`src/rtl/up_ring_pkg.sv`:
```
package up_ring_pkg;

  typedef enum logic {
    MSG_RELEASE  = 1'b0,
    MSG_NONEMPTY = 1'b1
  } msg_kind_e;

  function automatic int bytes_per_word(input int width);
    return width / 8;
  endfunction

endpackage

```
`src/rtl/up_ring_tracker.sv`:
```
module up_ring_tracker #(
  parameter int NUM_BUFS  = 4,
  parameter int BUF_WORDS = 4,
  localparam int IDX_W    = $clog2(NUM_BUFS),
  localparam int OFF_W    = $clog2(BUF_WORDS),
  localparam int CNT_W    = IDX_W + 1,
  localparam int WORDS_W  = OFF_W + 1
) (
  input  logic               clk,
  input  logic               rst_n,
  input  logic               wr_fire,
  input  logic               flush_req,
  input  logic               free_valid,
  input  logic [IDX_W-1:0]   free_idx,
  output logic [IDX_W-1:0]   cur_buf,
  output logic [OFF_W-1:0]   cur_off,
  output logic               has_room,
  output logic               chan_empty,
  output logic               rel_fire,
  output logic [IDX_W-1:0]   rel_idx,
  output logic [WORDS_W-1:0] rel_words
);

  logic [CNT_W-1:0] locked_cnt;
  logic [IDX_W-1:0] oldest;
  logic             full_done;
  logic             part_done;
  logic             free_ok;

  // the oldest locked buffer sits locked_cnt slots behind the fill buffer
  assign oldest     = cur_buf - locked_cnt[IDX_W-1:0];
  assign full_done  = wr_fire && (cur_off == OFF_W'(BUF_WORDS - 1));
  assign part_done  = flush_req && (cur_off != '0);
  assign rel_fire   = full_done || part_done;
  assign rel_idx    = cur_buf;
  assign rel_words  = full_done ? WORDS_W'(BUF_WORDS) : {1'b0, cur_off};
  assign free_ok    = free_valid && (locked_cnt != '0) && (free_idx == oldest);
  assign has_room   = (locked_cnt != CNT_W'(NUM_BUFS));
  assign chan_empty = (cur_off == '0) && (locked_cnt == '0);

  always_ff @(posedge clk) begin
    if (!rst_n) begin
      cur_buf    <= '0;
      cur_off    <= '0;
      locked_cnt <= '0;
    end else begin
      if (rel_fire) begin
        cur_buf <= cur_buf + IDX_W'(1);
        cur_off <= '0;
      end else if (wr_fire) begin
        cur_off <= cur_off + OFF_W'(1);
      end
      locked_cnt <= locked_cnt + CNT_W'(rel_fire) - CNT_W'(free_ok);
    end
  end

endmodule

```
`src/rtl/up_credit_gate.sv`:
```
module up_credit_gate #(
  parameter int CREDIT_W = 16,
  parameter int BPW      = 2
) (
  input  logic                clk,
  input  logic                rst_n,
  input  logic                req_valid,
  input  logic [CREDIT_W-1:0] req_bytes,
  input  logic                take,
  output logic                credit_ok
);

  logic [CREDIT_W-1:0] credit;
  logic [CREDIT_W-1:0] add_val;
  logic [CREDIT_W-1:0] sub_val;

  assign add_val   = req_valid ? req_bytes : '0;
  assign sub_val   = take ? CREDIT_W'(BPW) : '0;
  assign credit_ok = (credit >= CREDIT_W'(BPW));

  always_ff @(posedge clk) begin
    if (!rst_n) credit <= '0;
    else        credit <= credit + add_val - sub_val;
  end

endmodule

```
`src/rtl/up_msg_queue.sv`:
```
module up_msg_queue
  import up_ring_pkg::*;
#(
  parameter int IDX_W   = 2,
  parameter int BYTES_W = 4
) (
  input  logic               clk,
  input  logic               rst_n,
  input  logic               rel_fire,
  input  logic [IDX_W-1:0]   rel_idx,
  input  logic [BYTES_W-1:0] rel_bytes,
  input  logic               ne_fire,
  input  logic               msg_ready,
  output logic               rel_pend,
  output logic               msg_valid,
  output logic               msg_kind,
  output logic [IDX_W-1:0]   msg_buf,
  output logic [BYTES_W-1:0] msg_bytes
);

  logic [IDX_W-1:0]   relq_idx;
  logic [BYTES_W-1:0] relq_bytes;
  logic               ne_pend;
  logic               load;
  msg_kind_e          out_kind;

  assign load     = !msg_valid || msg_ready;
  assign msg_kind = out_kind;

  always_ff @(posedge clk) begin
    if (!rst_n) begin
      rel_pend   <= 1'b0;
      relq_idx   <= '0;
      relq_bytes <= '0;
      ne_pend    <= 1'b0;
      msg_valid  <= 1'b0;
      out_kind   <= MSG_RELEASE;
      msg_buf    <= '0;
      msg_bytes  <= '0;
    end else begin
      if (load) begin
        if (rel_pend) begin
          msg_valid <= 1'b1;
          out_kind  <= MSG_RELEASE;
          msg_buf   <= relq_idx;
          msg_bytes <= relq_bytes;
          rel_pend  <= 1'b0;
        end else if (ne_pend) begin
          msg_valid <= 1'b1;
          out_kind  <= MSG_NONEMPTY;
          msg_buf   <= '0;
          msg_bytes <= '0;
          ne_pend   <= 1'b0;
        end else begin
          msg_valid <= 1'b0;
        end
      end
      if (rel_fire) begin
        rel_pend   <= 1'b1;
        relq_idx   <= rel_idx;
        relq_bytes <= rel_bytes;
      end
      if (ne_fire) ne_pend <= 1'b1;
    end
  end

endmodule

```
`src/rtl/up_ring_mgr.sv`:
```
module up_ring_mgr
  import up_ring_pkg::*;
#(
  parameter int DATA_W      = 16,
  parameter int NUM_BUFS    = 4,
  parameter int BUF_WORDS   = 4,
  parameter int CREDIT_W    = 16,
  parameter bit NONEMPTY_EN = 1'b1,
  localparam int BPW        = bytes_per_word(DATA_W),
  localparam int IDX_W      = $clog2(NUM_BUFS),
  localparam int OFF_W      = $clog2(BUF_WORDS),
  localparam int ADDR_W     = IDX_W + OFF_W,
  localparam int WORDS_W    = OFF_W + 1,
  localparam int BYTES_W    = $clog2(BUF_WORDS * BPW + 1)
) (
  input  logic                clk,
  input  logic                rst_n,
  input  logic                chan_open,
  input  logic                sync_mode,
  input  logic                in_valid,
  output logic                in_ready,
  input  logic [DATA_W-1:0]   in_data,
  input  logic                req_valid,
  input  logic [CREDIT_W-1:0] req_bytes,
  output logic                wr_en,
  output logic [ADDR_W-1:0]   wr_addr,
  output logic [DATA_W-1:0]   wr_data,
  input  logic                flush_req,
  input  logic                free_valid,
  input  logic [IDX_W-1:0]    free_idx,
  output logic                msg_valid,
  input  logic                msg_ready,
  output logic                msg_kind,
  output logic [IDX_W-1:0]    msg_buf,
  output logic [BYTES_W-1:0]  msg_bytes
);

  logic               wr_fire;
  logic [IDX_W-1:0]   cur_buf;
  logic [OFF_W-1:0]   cur_off;
  logic               has_room;
  logic               chan_empty;
  logic               rel_fire;
  logic [IDX_W-1:0]   rel_idx;
  logic [WORDS_W-1:0] rel_words;
  logic [BYTES_W-1:0] rel_bytes;
  logic               rel_pend;
  logic               credit_ok;
  logic               ne_fire;

  assign in_ready = chan_open && has_room && !rel_pend && !flush_req
                    && (!sync_mode || credit_ok);
  assign wr_fire  = in_valid && in_ready;
  assign wr_en    = wr_fire;
  assign wr_addr  = {cur_buf, cur_off};
  assign wr_data  = in_data;
  assign ne_fire  = NONEMPTY_EN && wr_fire && chan_empty;

  // word count to byte count by the configured word width
  generate
    if (DATA_W == 32) begin : g_bytes32
      assign rel_bytes = BYTES_W'({rel_words, 2'b00});
    end else if (DATA_W == 16) begin : g_bytes16
      assign rel_bytes = BYTES_W'({rel_words, 1'b0});
    end else begin : g_bytes8
      assign rel_bytes = BYTES_W'(rel_words);
    end
  endgenerate

  up_ring_tracker #(
    .NUM_BUFS (NUM_BUFS),
    .BUF_WORDS(BUF_WORDS)
  ) u_ring (
    .clk       (clk),
    .rst_n     (rst_n),
    .wr_fire   (wr_fire),
    .flush_req (flush_req),
    .free_valid(free_valid),
    .free_idx  (free_idx),
    .cur_buf   (cur_buf),
    .cur_off   (cur_off),
    .has_room  (has_room),
    .chan_empty(chan_empty),
    .rel_fire  (rel_fire),
    .rel_idx   (rel_idx),
    .rel_words (rel_words)
  );

  up_credit_gate #(
    .CREDIT_W(CREDIT_W),
    .BPW     (BPW)
  ) u_credit (
    .clk      (clk),
    .rst_n    (rst_n),
    .req_valid(req_valid),
    .req_bytes(req_bytes),
    .take     (wr_fire && sync_mode),
    .credit_ok(credit_ok)
  );

  up_msg_queue #(
    .IDX_W  (IDX_W),
    .BYTES_W(BYTES_W)
  ) u_msg (
    .clk      (clk),
    .rst_n    (rst_n),
    .rel_fire (rel_fire),
    .rel_idx  (rel_idx),
    .rel_bytes(rel_bytes),
    .ne_fire  (ne_fire),
    .msg_ready(msg_ready),
    .rel_pend (rel_pend),
    .msg_valid(msg_valid),
    .msg_kind (msg_kind),
    .msg_buf  (msg_buf),
    .msg_bytes(msg_bytes)
  );

endmodule

```
`config.mk`:
```
export PLATFORM = sky130hd
export DESIGN_NAME = up_ring_mgr
export DESIGN_NICKNAME = d
export VERILOG_FILES = /design/src/rtl/up_ring_pkg.sv /design/src/rtl/up_ring_tracker.sv /design/src/rtl/up_credit_gate.sv /design/src/rtl/up_msg_queue.sv /design/src/rtl/up_ring_mgr.sv
export SDC_FILE = /design/constraint.sdc
export NUM_CORES = 1
export LEC_CHECK = 0
export BUFFER_PORTS_ARGS = -buffer_cell sky130_fd_sc_hd__buf_4
export CORE_AREA = 5 5 62 106
export DETAILED_ROUTE_END_ITERATION = 8
export DIE_AREA = 0 0 67 111
export PLACE_DENSITY = 0.75
export REMOVE_ABC_BUFFERS = 1
export SLEW_MARGIN = 5
export SYNTH_ARGS = -nofsm -noshare
export SYNTH_HDL_FRONTEND = slang
export SYNTH_SLANG_ARGS = --single-unit
```
`constraint.sdc`:
```
create_clock -name clk -period 3.2 [get_ports clk]
set_input_delay 0.48 -clock clk [delete_from_list [all_inputs] [get_ports clk]]
set_output_delay 0.48 -clock clk [all_outputs]
set_load 0.02 [all_outputs]
```
Word level (Yosys, flattened, before mapping)
Cells that the tools add are included.
Widths: inputs -> output; s select.
{"block": "op_classes", "n_bitwise": 1, "n_eq_ne": 4, "magnitude_cmp": 1, "add_sub_neg": 7, "n_mux": 16, "reduce_logical": 29}
{"op": "$add 16x16->16", "n": 1}
{"op": "$ge 16x2->1 const B", "n": 1}
{"op": "$mux 16", "n": 1}
{"op": "$sub 16x16->16", "n": 1}
{"op": "$logic_and 1x1->1", "n": 12}
{"op": "$mux 1", "n": 9}
{"op": "$mux 4", "n": 2}
{"op": "$reduce_bool 2->1", "n": 4}
{"op": "$mux 2", "n": 3}
{"op": "$add 2x1->2 const B", "n": 2}
{"op": "$logic_not 1->1", "n": 4}
{"op": "$reduce_and 2->1", "n": 2}
{"op": "$add 3x1->3", "n": 1}
{"op": "$logic_not 3->1", "n": 1}
{"op": "$logic_or 1x1->1", "n": 3}
{"op": "$mux 3", "n": 1}
{"op": "$ne 3x3->1 const B", "n": 1}
{"op": "$reduce_bool 3->1", "n": 1}
{"op": "$sub 3x1->3", "n": 1}
{"op": "$eq 2x2->1", "n": 1}
{"op": "$eq 2x2->1 const B", "n": 1}
{"op": "$logic_not 2->1", "n": 1}
{"op": "$ne 2x2->1 const B", "n": 1}
{"op": "$reduce_or 2->1", "n": 1}
{"op": "2 further kinds", "n": 2}
{"block": "totals", "in_bits": 43, "ff_bits": 38}

Logic depth before layout (Yosys ltp)
Gate-level depths: netlist of the first run.
{"block": "logic_depth", "word_depth": 10, "mapped_depth": 14, "mapped_depth_nobuf": 13}

By module
A second synthesis of the first run with hierarchy kept.
{"block": "hier_totals", "cells_unflattened": 341, "area_unflattened_um2": 2854.0}
{"mod": "up_credit_gate", "cells_each": 210, "instances": 1, "area_per_inst_um2": 1610.3}
{"mod": "up_msg_queue", "cells_each": 52, "instances": 1, "area_per_inst_um2": 580.6}
{"mod": "up_ring_tracker", "cells_each": 54, "instances": 1, "area_per_inst_um2": 466.7}
{"mod": "up_ring_mgr", "cells_each": 25, "instances": 1, "area_per_inst_um2": 196.4}

Worst setup path after synthesis of the first run
No wires, ideal clock.
{"block": "synth_path", "kind": "input to register", "startpoint": "input sync_mode", "endpoint": "register u_credit.credit[15]", "arrival_ps": 3046, "stages": 13, "setup_ps": 122, "n_path_buf": 1, "path_slack_ps": 32, "cell_sequence": "nor4b_1 nand4_1 and3_1 buf_4 and2_1 fa_1 inv_1 ha_1 a2111oi_4 nor3_2 nor3b_2 nor4b_1 a311o_1"}
{"block": "synth_via", "elab_chain_cells": 7}
{"element": "start: declaration", "line_no": "up_ring_mgr.sv:19", "text": "input logic sync_mode,"}
{"element": "$logic_not 1->1", "line_no": "up_ring_mgr.sv:52", "text": "&& (!sync_mode || credit_ok);"}
{"element": "$logic_or 1x1->1", "line_no": "up_ring_mgr.sv:52"}
{"element": "$logic_and 1x1->1", "line_no": "up_ring_mgr.sv:52"}
{"element": "$logic_and 1x1->1", "line_no": "up_ring_mgr.sv:53", "text": "assign wr_fire = in_valid && in_ready;"}
{"element": "net wr_en", "line_no": "up_ring_mgr.sv:25", "text": "output logic wr_en,"}
{"element": "$logic_and 1x1->1", "line_no": "up_ring_mgr.sv:97", "text": ".take (wr_fire && sync_mode),"}
{"element": "$mux 2", "line_no": "up_credit_gate.sv:18", "text": "assign sub_val = take ? CREDIT_W'(BPW) : '0;"}
{"element": "$sub 16x16->16", "line_no": "up_credit_gate.sv:23", "text": "else credit <= credit + add_val - sub_val;"}
{"element": "end signal: assignment", "line_no": "up_credit_gate.sv:23"}
{"element": "end: declaration", "line_no": "up_credit_gate.sv:13", "text": "logic [CREDIT_W-1:0] credit;"}
The timed path passes the listed nets, and every way through them passes these cells.
A chain may end at the register's enable or synchronous reset.

Final worst setup path of the first run
{"block": "layout_path", "startpoint": "register u_credit.credit[9]", "endpoint": "register u_credit.credit[12]"}
{"block": "layout_via", "elab_chain_cells": 7}
{"element": "$ge 16x2->1", "line_no": "up_credit_gate.sv:19", "text": "assign credit_ok = (credit >= CREDIT_W'(BPW));"}
{"element": "$logic_or 1x1->1", "line_no": "up_ring_mgr.sv:52"}
{"element": "$logic_and 1x1->1", "line_no": "up_ring_mgr.sv:52"}
{"element": "$logic_and 1x1->1", "line_no": "up_ring_mgr.sv:53"}
{"element": "$logic_and 1x1->1", "line_no": "up_ring_mgr.sv:97"}
{"element": "$mux 2", "line_no": "up_credit_gate.sv:18"}
{"element": "$sub 16x16->16 *", "line_no": "up_credit_gate.sv:23"}
Every way passes the cells marked *; elsewhere a longest branch is shown, timed or not.

==> results.cfg, run 1 <==
[sta]
hold_viol_final = 0
finalClockSkew_ps = 8.939
slew_headroom_pct = 57.05
report.final.slew_viol_count = 0
setup_viol = 0
fmax_mhz = 329.0
worst_slew_pin_slew_ps = 637.5
period_share_pct = 94.99
period_needed_ps = 3040
rsz0062_at_grt = false

[yosys]
netlist_instances = 321
ys_types = 44
async_flop_share_pct = 0
yosysWarnings = 0
syn_avg_cell_area_sq_um = 8.119
ys.flop_type = dfxtp_1
synthDominantCellAreaShare_pct = 28.42
synthTopCellsByCount = inv_1 (49), dfxtp_1 (37), ha_1 (33), nand2_1 (33), nor2_1 (29)
synth_edf_count = 0
synthTopCellsByArea = dfxtp_1 (28%), ha_1 (16%), inv_1 (7.1%)
synth_most_common_cell = inv_1
ys_ff_latch = 37
yosysSeqAreaShare_pct = 28.42
synthesis.area_sq_mm = 0.002606
synth_top_area_cell = dfxtp_1

[cells_and_area]
drive_gt1_share_pct = 20.23
nets = 428
final_util_pct = 55.24
diodes = 0
syn_to_final_growth_pct = 17.43

[worst_hold_path]
min_from = u_msg.relq_bytes[3]$_SDFFE_PN0N_
hold_path_depth = 2
holdCritPathClass = flop to flop

[routing]
via_per_inst = 5.049
drtAntennaViolNets = 0
drc = 0
dr.first_iter.drc_count = 95
via_count = 2156
wl_per_cell_microns = 13.59
dr.pass1.iters = 4
totalWireLength_mm = 5.805

[die]
die-area_sq_mm = 0.007437
io_pins = 73
die_x_microns = 67
chipHeight_microns = 111
num_rows = 36
start_util_pct = 47.04
core_sq_mm = 0.005540

[setup_path]
crit_end = u_credit.credit[12]$_SDFF_PN0_
crit_required_ps = 3380
reg2regPathDepth = 13
r2r-start = u_credit.credit[9]$_SDFF_PN0_
r2r_end = u_credit.credit[12]$_SDFF_PN0_
worst_setup_path_start_kind = flop
r2r_setup_slack_ps = 160
arrival_ps = 3220
crit_path_end_kind = flop
path_max_fanout = 3
critical_path_class = flop to flop
max_stage_delay_ps = 570
path_cells = nor4_2 -> buf_4 -> nand4_1 -> and3_1 -> and2_4 -> fa_2 -> ha_1 -> nor2b_2 -> o311ai_1 -> nand2_1 -> a31oi_4 -> o21bai_1 -> mux2i_1
critPathLaunch = u_credit.credit[9]$_SDFF_PN0_
critPathSlowestCell = fa_2

[cts]
cts_max_level = 2
clock_latency_ps = 290
postCtsHoldBufs = 0
clockRootBuffer = clkbuf_8
cts_buffer_depth = 2
clk_pin_slew_ps = 80
cts_tree = yes
cts.sinks = 37
post_cts_buffers = 0
cts_resized = 0
numCtsBuffers = 5

[place]
gp_congestion = 0.8491
portBuffers = 39
dp_hpwl_mm = 4.626

[grt]
antenna_found_initial = 0
grt_max_degree = 29
grt_pass1_wl_mm = 9.411
grt_overflow = 0
grt_use_total_pct = 16.40
grt_pass1_vias = 2110

[pwr]
leakage_nw = 1.461
max-vdd-ir-drop_mv = 0.4776
p_total_mw = 2.569
power_density_mw_per_mm2 = 839.6

[run]
maxCapViolations = 0

[run_status]
outcome = complete, no violations
logic make-up after synthesis:
logic type	Yosys count	synth area share [%]
buffers and inverters	74	13.54
XOR/XNOR	19	6.385
AND/OR/NAND/NOR	104	19.59
adder cells (fa/ha/maj)	35	17.38
other	1	0.1439
flip-flops	37	28.42
multiplexers	5	1.920
AO/OA/AOI/OAI	46	12.63
worst min-delay path by stage:
stage	endpoint
finish	u_msg.relq_bytes[3]$_SDFFE_PN0N_
global route	u_msg.relq_bytes[3]$_SDFFE_PN0N_
CTS	u_msg.relq_bytes[3]$_SDFFE_PN0N_
detailed placement	u_msg.relq_bytes[3]$_SDFFE_PN0N_
global placement	u_msg.relq_bytes[3]$_SDFFE_PN0N_
floorplan	u_msg.relq_idx[1]$_SDFFE_PN0N_
report_power, final:
| part | internal (mW) | switching [mW] |
|---|---|---|
| sequential | 0.556 | 0.0665 |
| clock | 0.310 | 0.172 |
| combinational | 0.669 | 0.797 |
placed cells by master (no fill, tap or decap), drive strengths merged, types with 6 or more instances in the layout:
master / netlist / routed
inv: 50 / 50
buf: 21 / 46
dfxtp: 37 / 37
nand2: 33 / 33
ha: 33 / 33
nor2: 29 / 29
a21oi: 17 / 17
xor2: 11 / 11
o21ai: 9 / 9
xnor2: 8 / 8
nand2b: 8 / 8
and2: 7 / 7
nor3: 6 / 6
per-layer routing:
metal | track usage [%] | wire, microns | vias to the layer above
li1 | - | - | 1092
met1 | 16.88 | 2236 | 993
met2 | 29.24 | 3102 | 60
met3 | 3.955 | 299 | 11
met4 | 8.401 | 167 | 0
met5 | 0 | 0 | -
through the flow:
step	instances	cell area [sq um]	hold WS [ps]	worst slack (ps)	TNS, ps
4_1_cts	427	3015	462.5	13.02	0
5_1_grt	427	3060	498.5	17.97	0
2_1_floorplan	297	2441	435.7	11.64	0
3_5_place_dp	419	2882	451.6	-30.89	-105.3
3_3_place_gp	419	2882	442.9	52.18	0
6_report	427	3060	460.2	160.2	0
worst max-delay path, delay by kind of cell, from the launching register on:
| kind | cells | cell delay, ps |
|---|---|---|
| mux | 1 | 120 |
| buf+inv | 1 | 150 |
| simple gates | 6 | 970 |
| compound gates | 3 | 600 |
| fa+ha+maj | 2 | 760 |
| flops | 1 | 330 |
area by class of cell:
class	count	area, sq um
clock buffer	5	68.82
tap	76	95.09
sequential	37	740.7
fill	544	2480
timing repair buffer	46	345.3
inverter	50	187.7
multi-input combinational	210	1558
clock inverter	3	65.06
flip-flops by register name, indices dropped and copies added (netlist names):
| register | count |
|---|---|
| u_credit.credit | 16 |
| u_msg.msg_buf | 2 |
| u_msg.msg_bytes | 3 |
| u_msg.msg_kind | 1 |
| u_msg.msg_valid | 1 |
| u_msg.ne_pend | 1 |
| u_msg.rel_pend | 1 |
| u_msg.relq_bytes | 3 |
| u_msg.relq_idx | 2 |
| u_ring.cur_buf | 2 |
| u_ring.cur_off | 2 |
| u_ring.locked_cnt | 3 |
(Power assumes the default switching activity.)
==> inputs of run 2 (changes only) <==
CELL_PAD_IN_SITES_DETAIL_PLACEMENT = 0   (was unset)
CELL_PAD_IN_SITES_GLOBAL_PLACEMENT = 1   (was unset)
CORE_AREA = 5 5 73 124   (was 5 5 62 106)
DIE_AREA = 0 0 78 129   (was 0 0 67 111)
PLACE_DENSITY = unset   (was 0.75)
PLACE_DENSITY_LB_ADDON = 0.1   (was unset)
TNS_END_PERCENT = 50   (was unset)
==> results.cfg, run 2 (synthesis results as in run 1) <==
[routing]
via_count = 2108
totalWireLength_mm = 6.441
drc = 0
drtAntennaViolNets = 0
dr.first_iter.drc_count = 42
via_per_inst = 4.737
dr.pass1.iters = 4
wl_per_cell_microns = 14.47

[grt]
antenna_found_initial = 0
grt_use_total_pct = 13.12
grt_pass1_vias = 2210
grt_overflow = 0
grt_pass1_wl_mm = 10.35
grt_max_degree = 29

[cells_and_area]
drive_gt1_share_pct = 22.25
nFillCells = 836
largest_register = u_credit.credit
final_util_pct = 40.18
largest_reg_flops = 16
syn_to_final_growth_pct = 21.94
layout_common_cells = buf_4 (50), inv_1 (48), dfxtp_1 (35), nand2_1 (33), ha_1 (31)
final_common_cell = buf_4
diodes = 0
nets = 432

[sta]
slew_headroom_pct = 54.13
setup_viol = 0
fmax_mhz = 332.7
report.final.slew_viol_count = 0
holdWs_ps = 457.1
worst_slew_pin_slew_ps = 680.9
finalClockSkew_ps = 4.881
period_needed_ps = 3006
period_share_pct = 93.94
hold_viol_final = 0

[cts]
clockRootBuffer = clkbuf_16
clock_latency_ps = 280
numCtsBuffers = 5
cts.sinks = 37
cts_buffer_depth = 2
cts_tree = yes
clk_pin_slew_ps = 60
cts_max_level = 2

[die]
start_util_pct = 32.95
core_sq_mm = 0.007909
num_rows = 43
die-area_sq_mm = 0.01006
die_x_microns = 78
io_pins = 73
chipHeight_microns = 129

[run]
maxCapViolations = 0

[place]
gp_congestion = 0.7731
portBuffers = 39
dp_hpwl_mm = 5.220

[setup_path]
path_max_fanout = 2
worst_setup_path_start_kind = flop
crit_path_end_kind = flop
crit_required_ps = 3370
critical_path_class = flop to flop
arrival_ps = 3170

[pwr]
leakage_nw = 1.495
max-vdd-ir-drop_mv = 0.3660
power_density_mw_per_mm2 = 845.6

[run_status]
outcome = complete, no violations

[worst_hold_path]
holdCritPathClass = flop to flop
-- run 2: final cells by class --
class	instances	area [sq um]	area share, %
clock buffer	5	125.1	3.937
clock inverter	3	46.29	1.457
inverter	50	187.7	5.906
multi-input combinational	210	1588	49.96
sequential	37	743.2	23.39
tap	90	112.6	3.543
timing repair buffer	50	375.4	11.81
-- run 2: worst paths after layout --
check,start,to,slack (ps),cells past startpoint
setup reg to reg,u_credit.credit[2]$_SDFF_PN0_,u_credit.credit[15]$_SDFF_PN0_,190,12
setup / recovery,u_credit.credit[2]$_SDFF_PN0_,u_credit.credit[15]$_SDFF_PN0_,190,12
hold reg to reg,u_msg.relq_idx[1]$_SDFFE_PN0N_,u_msg.relq_idx[1]$_SDFFE_PN0N_,460,2
hold / removal,u_msg.relq_idx[1]$_SDFFE_PN0N_,u_msg.relq_idx[1]$_SDFFE_PN0N_,460,2
-- run 2: critical path, stage by stage (launching register included) --
cell	delay, ps
dfxtp_2	330
nor4_4	260
buf_4	150
nand4_1	120
and3_4	190
and2_4	150
fa_2	580
nand2b_4	80
a2111oi_4	350
nor3_2	110
nor3b_2	210
nor4b_1	70
a311o_1	290
-- run 2: what timing repair did --
action | in CTS | in global routing
endpoints found under the hold margin | 0 | 0
endpoints found under the setup margin | 1 | 11
gates cloned | 0 | 0
hold buffers | 0 | 0
setup buffers | 0 | 2
pin swaps | 0 | 10
gates resized for setup | 1 | 14
-- run 2: through the flow --
step	power (mW)	area, sq um	setup TNS [ps]	cells	setup slack (ps)
5_1_grt	2.930	3178	-29.21	445	-18.33
4_1_cts	2.656	3094	0	443	33.76
3_3_place_gp	2.056	2914	-31.49	435	-16.58
3_5_place_dp	2.055	2914	-596.8	435	-123.8
6_report	2.687	3178	0	445	193.8
2_1_floorplan	1.664	2441	0	297	11.64
-- run 2: metal layers --
layer  global-route usage, %  vias up  share of wire, %
met5                       0        -                 0
met3                   3.221        6               5.3
met2                   25.11       48                55
met1                   13.00      961                38
li1                        -     1093                 -
met4                   5.871        0               2.0
-- run 2: report_power, final --
part	internal, mW	switching (mW)
clock	0.369	0.199
combinational	0.703	0.781
sequential	0.558	0.0769
total	1.63	1.06
==> inputs of run 3 (changes only) <==
BUFFER_PORTS_ARGS = -buffer_cell sky130_fd_sc_hd__clkbuf_2   (was -buffer_cell sky130_fd_sc_hd__buf_4)
CORE_AREA = 5 5 69 118   (was 5 5 73 124)
DIE_AREA = 0 0 74 123   (was 0 0 78 129)
SETUP_SLACK_MARGIN = 0.1   (was unset)
clock period = 3.1 ns   (was 3.2 ns; I/O delays follow)
==> results.cfg, run 3 (synthesis results as in run 1) <==
[cts]
clk_pin_slew_ps = 50
cts_buffer_depth = 2
cts_tree = yes
numCtsBuffers = 5
cts.sinks = 37
postCtsHoldBufs = 0
clock_latency_ps = 280
clockRootBuffer = clkbuf_16
cts_max_level = 2

[setup_path]
path_max_fanout = 2
worst_setup_path_start_kind = flop
reg2regPathDepth = 14
critPathLaunch = u_credit.credit[9]$_SDFF_PN0_
critPathSlowestCell = fa_2
cp.depth = 14
crit_required_ps = 3240
crit_end = u_credit.credit[11]$_SDFF_PN0_
path_common_cell = buf_4
critical_path.top_delay_family = simple AND/OR/NAND/NOR gates
crit_path_end_kind = flop
max_stage_delay_ps = 560
r2r_end = u_credit.credit[11]$_SDFF_PN0_
r2r_setup_slack_ps = 60
arrival_ps = 3180
critical_path_class = flop to flop
worstPathBufferInverterCount = 3
path_cells = nor4_4 -> buf_4 -> nand4_1 -> and3_1 -> and2_4 -> fa_2 -> buf_4 -> nand2b_4 -> a2111oi_4 -> nor3_2 -> nor3b_2 -> buf_4 -> xor2_1 -> nor2_1
r2r-start = u_credit.credit[9]$_SDFF_PN0_

[pwr]
clkPwrFrac_pct = 20.3
p_sw_mw = 1.102
pwr-share-seq_pct = 22.7
leakage_nw = 1.522
max-vdd-ir-drop_mv = 0.4832
swShare_pct = 38.30
power_density_mw_per_mm2 = 915.1
combPwrFrac_pct = 57.0
p_int_mw = 1.776
p_total_mw = 2.878

[routing]
top_layer = met4
drc = 0
via_count = 2153
wl_met2_mm = 3.472
dr.pass1.iters = 4
wl_met3_microns = 309
via_per_inst = 4.795
totalWireLength_mm = 6.327
m1WireLength_mm = 2.344
dr.first_iter.drc_count = 62
wl_per_cell_microns = 14.09
drtAntennaViolNets = 0

[place]
dp_hpwl_mm = 5.137
placedCellCount = 435
portBuffers = 39
gp_congestion = 0.7843
place_area_sq_mm = 0.002841
dp_slack_ps = -207.4

[cells_and_area]
regArea_sq_um = 742.0
drive_gt1_share_pct = 23.69
largest_register = u_credit.credit
final_area_sq_mm = 0.003146
multiInputGateArea_sq_mm = 0.001598
diodes = 0
final_common_cell = inv_1
nFillCells = 736
syn_to_final_growth_pct = 20.69
instances_no_fill = 449
layout_common_cells = inv_1 (48), clkbuf_2 (39), dfxtp_1 (36), nand2_1 (32), ha_1 (31)
largest_reg_flops = 16
nets = 440

[die]
core_sq_mm = 0.007131
io_pins = 73
die-area_sq_mm = 0.009102
num_rows = 41
die_x_microns = 74
start_util_pct = 36.55
chipHeight_microns = 123

[run_status]
outcome = complete, no violations

[grt]
grt_max_degree = 29
grt_use_total_pct = 15.08
grt_overflow = 0
grt_pass1_wl_mm = 10.38
grt_pass1_vias = 2212
antenna_found_initial = 0

[sta]
rsz0062_at_grt = true
period_share_pct = 98.04
finalClockSkew_ps = 8.032
slew_headroom_pct = 51.90
setup_ws_ps = 60.66
setup_viol = 0
fmax_mhz = 329.0
hold_viol_final = 0
worst_slew_pin_slew_ps = 714.0
period_needed_ps = 3039
tns_ps = 0
report.final.slew_viol_count = 0

[worst_hold_path]
holdCritPathClass = flop to flop

[run]
maxCapViolations = 0
-- run 3: cell type report --
cell class | count | area share [%]
Inverter | 50 | 5.967
Multi-Input combinational cell | 210 | 50.80
Tap cell | 86 | 3.421
Clock buffer | 7 | 4.535
Timing Repair Buffer | 58 | 10.74
Sequential cell | 37 | 23.59
Clock inverter | 1 | 0.9547
-- run 3: worst min path at each step --
stage / start / end / slack (ps) / depth (start not counted)
after global routing: u_msg.relq_bytes[3]$_SDFFE_PN0N_ / u_msg.relq_bytes[3]$_SDFFE_PN0N_ / 500 / 2
after CTS: u_msg.relq_bytes[3]$_SDFFE_PN0N_ / u_msg.relq_bytes[3]$_SDFFE_PN0N_ / 460 / 2
after detailed placement: u_msg.relq_bytes[3]$_SDFFE_PN0N_ / u_msg.relq_bytes[3]$_SDFFE_PN0N_ / 450 / 2
after floorplan: u_msg.relq_idx[1]$_SDFFE_PN0N_ / u_msg.relq_idx[1]$_SDFFE_PN0N_ / 440 / 2
final: u_msg.relq_bytes[3]$_SDFFE_PN0N_ / u_msg.relq_bytes[3]$_SDFFE_PN0N_ / 460 / 2
after global placement: u_msg.relq_bytes[3]$_SDFFE_PN0N_ / u_msg.relq_bytes[3]$_SDFFE_PN0N_ / 440 / 2
-- run 3: per-layer routing --
metal / up-vias / track usage, %
met5: - / 0
met4: 0 / 7.710
met3: 10 / 2.848
met2: 55 / 27.78
met1: 976 / 15.65
li1: 1112 / -
-- run 3: tightest hold or removal path: stages (launching register included) --
cell     delay (ps)
dfxtp_1         310
nand2_1          50
a21oi_1          50
-- run 3: what timing repair did --
item	in CTS	in global routing
gates resized for setup	11	6
setup endpoints to repair	11	11
gates cloned	0	0
buffers inserted	4	2
pin swaps	10	7
-- run 3: power by group through the flow --
stage	Sequential [mW]	Clock (mW)	Combinational (mW)
floorplan	0.629	0	1.09
global placement	0.655	0	1.49
detailed placement	0.652	0	1.49
CTS	0.653	0.609	1.59
global route	0.663	0.626	1.87
finish	0.653	0.586	1.64
-- run 3: per-stage QoR --
stage / hold slack, ps / utilization, %
global route: 502.5 / 44.11
detailed placement: 450.5 / 39.85
finish: 455.4 / 44.11
global placement: 443.7 / 39.85
CTS: 458.3 / 43.36
floorplan: 435.7 / -
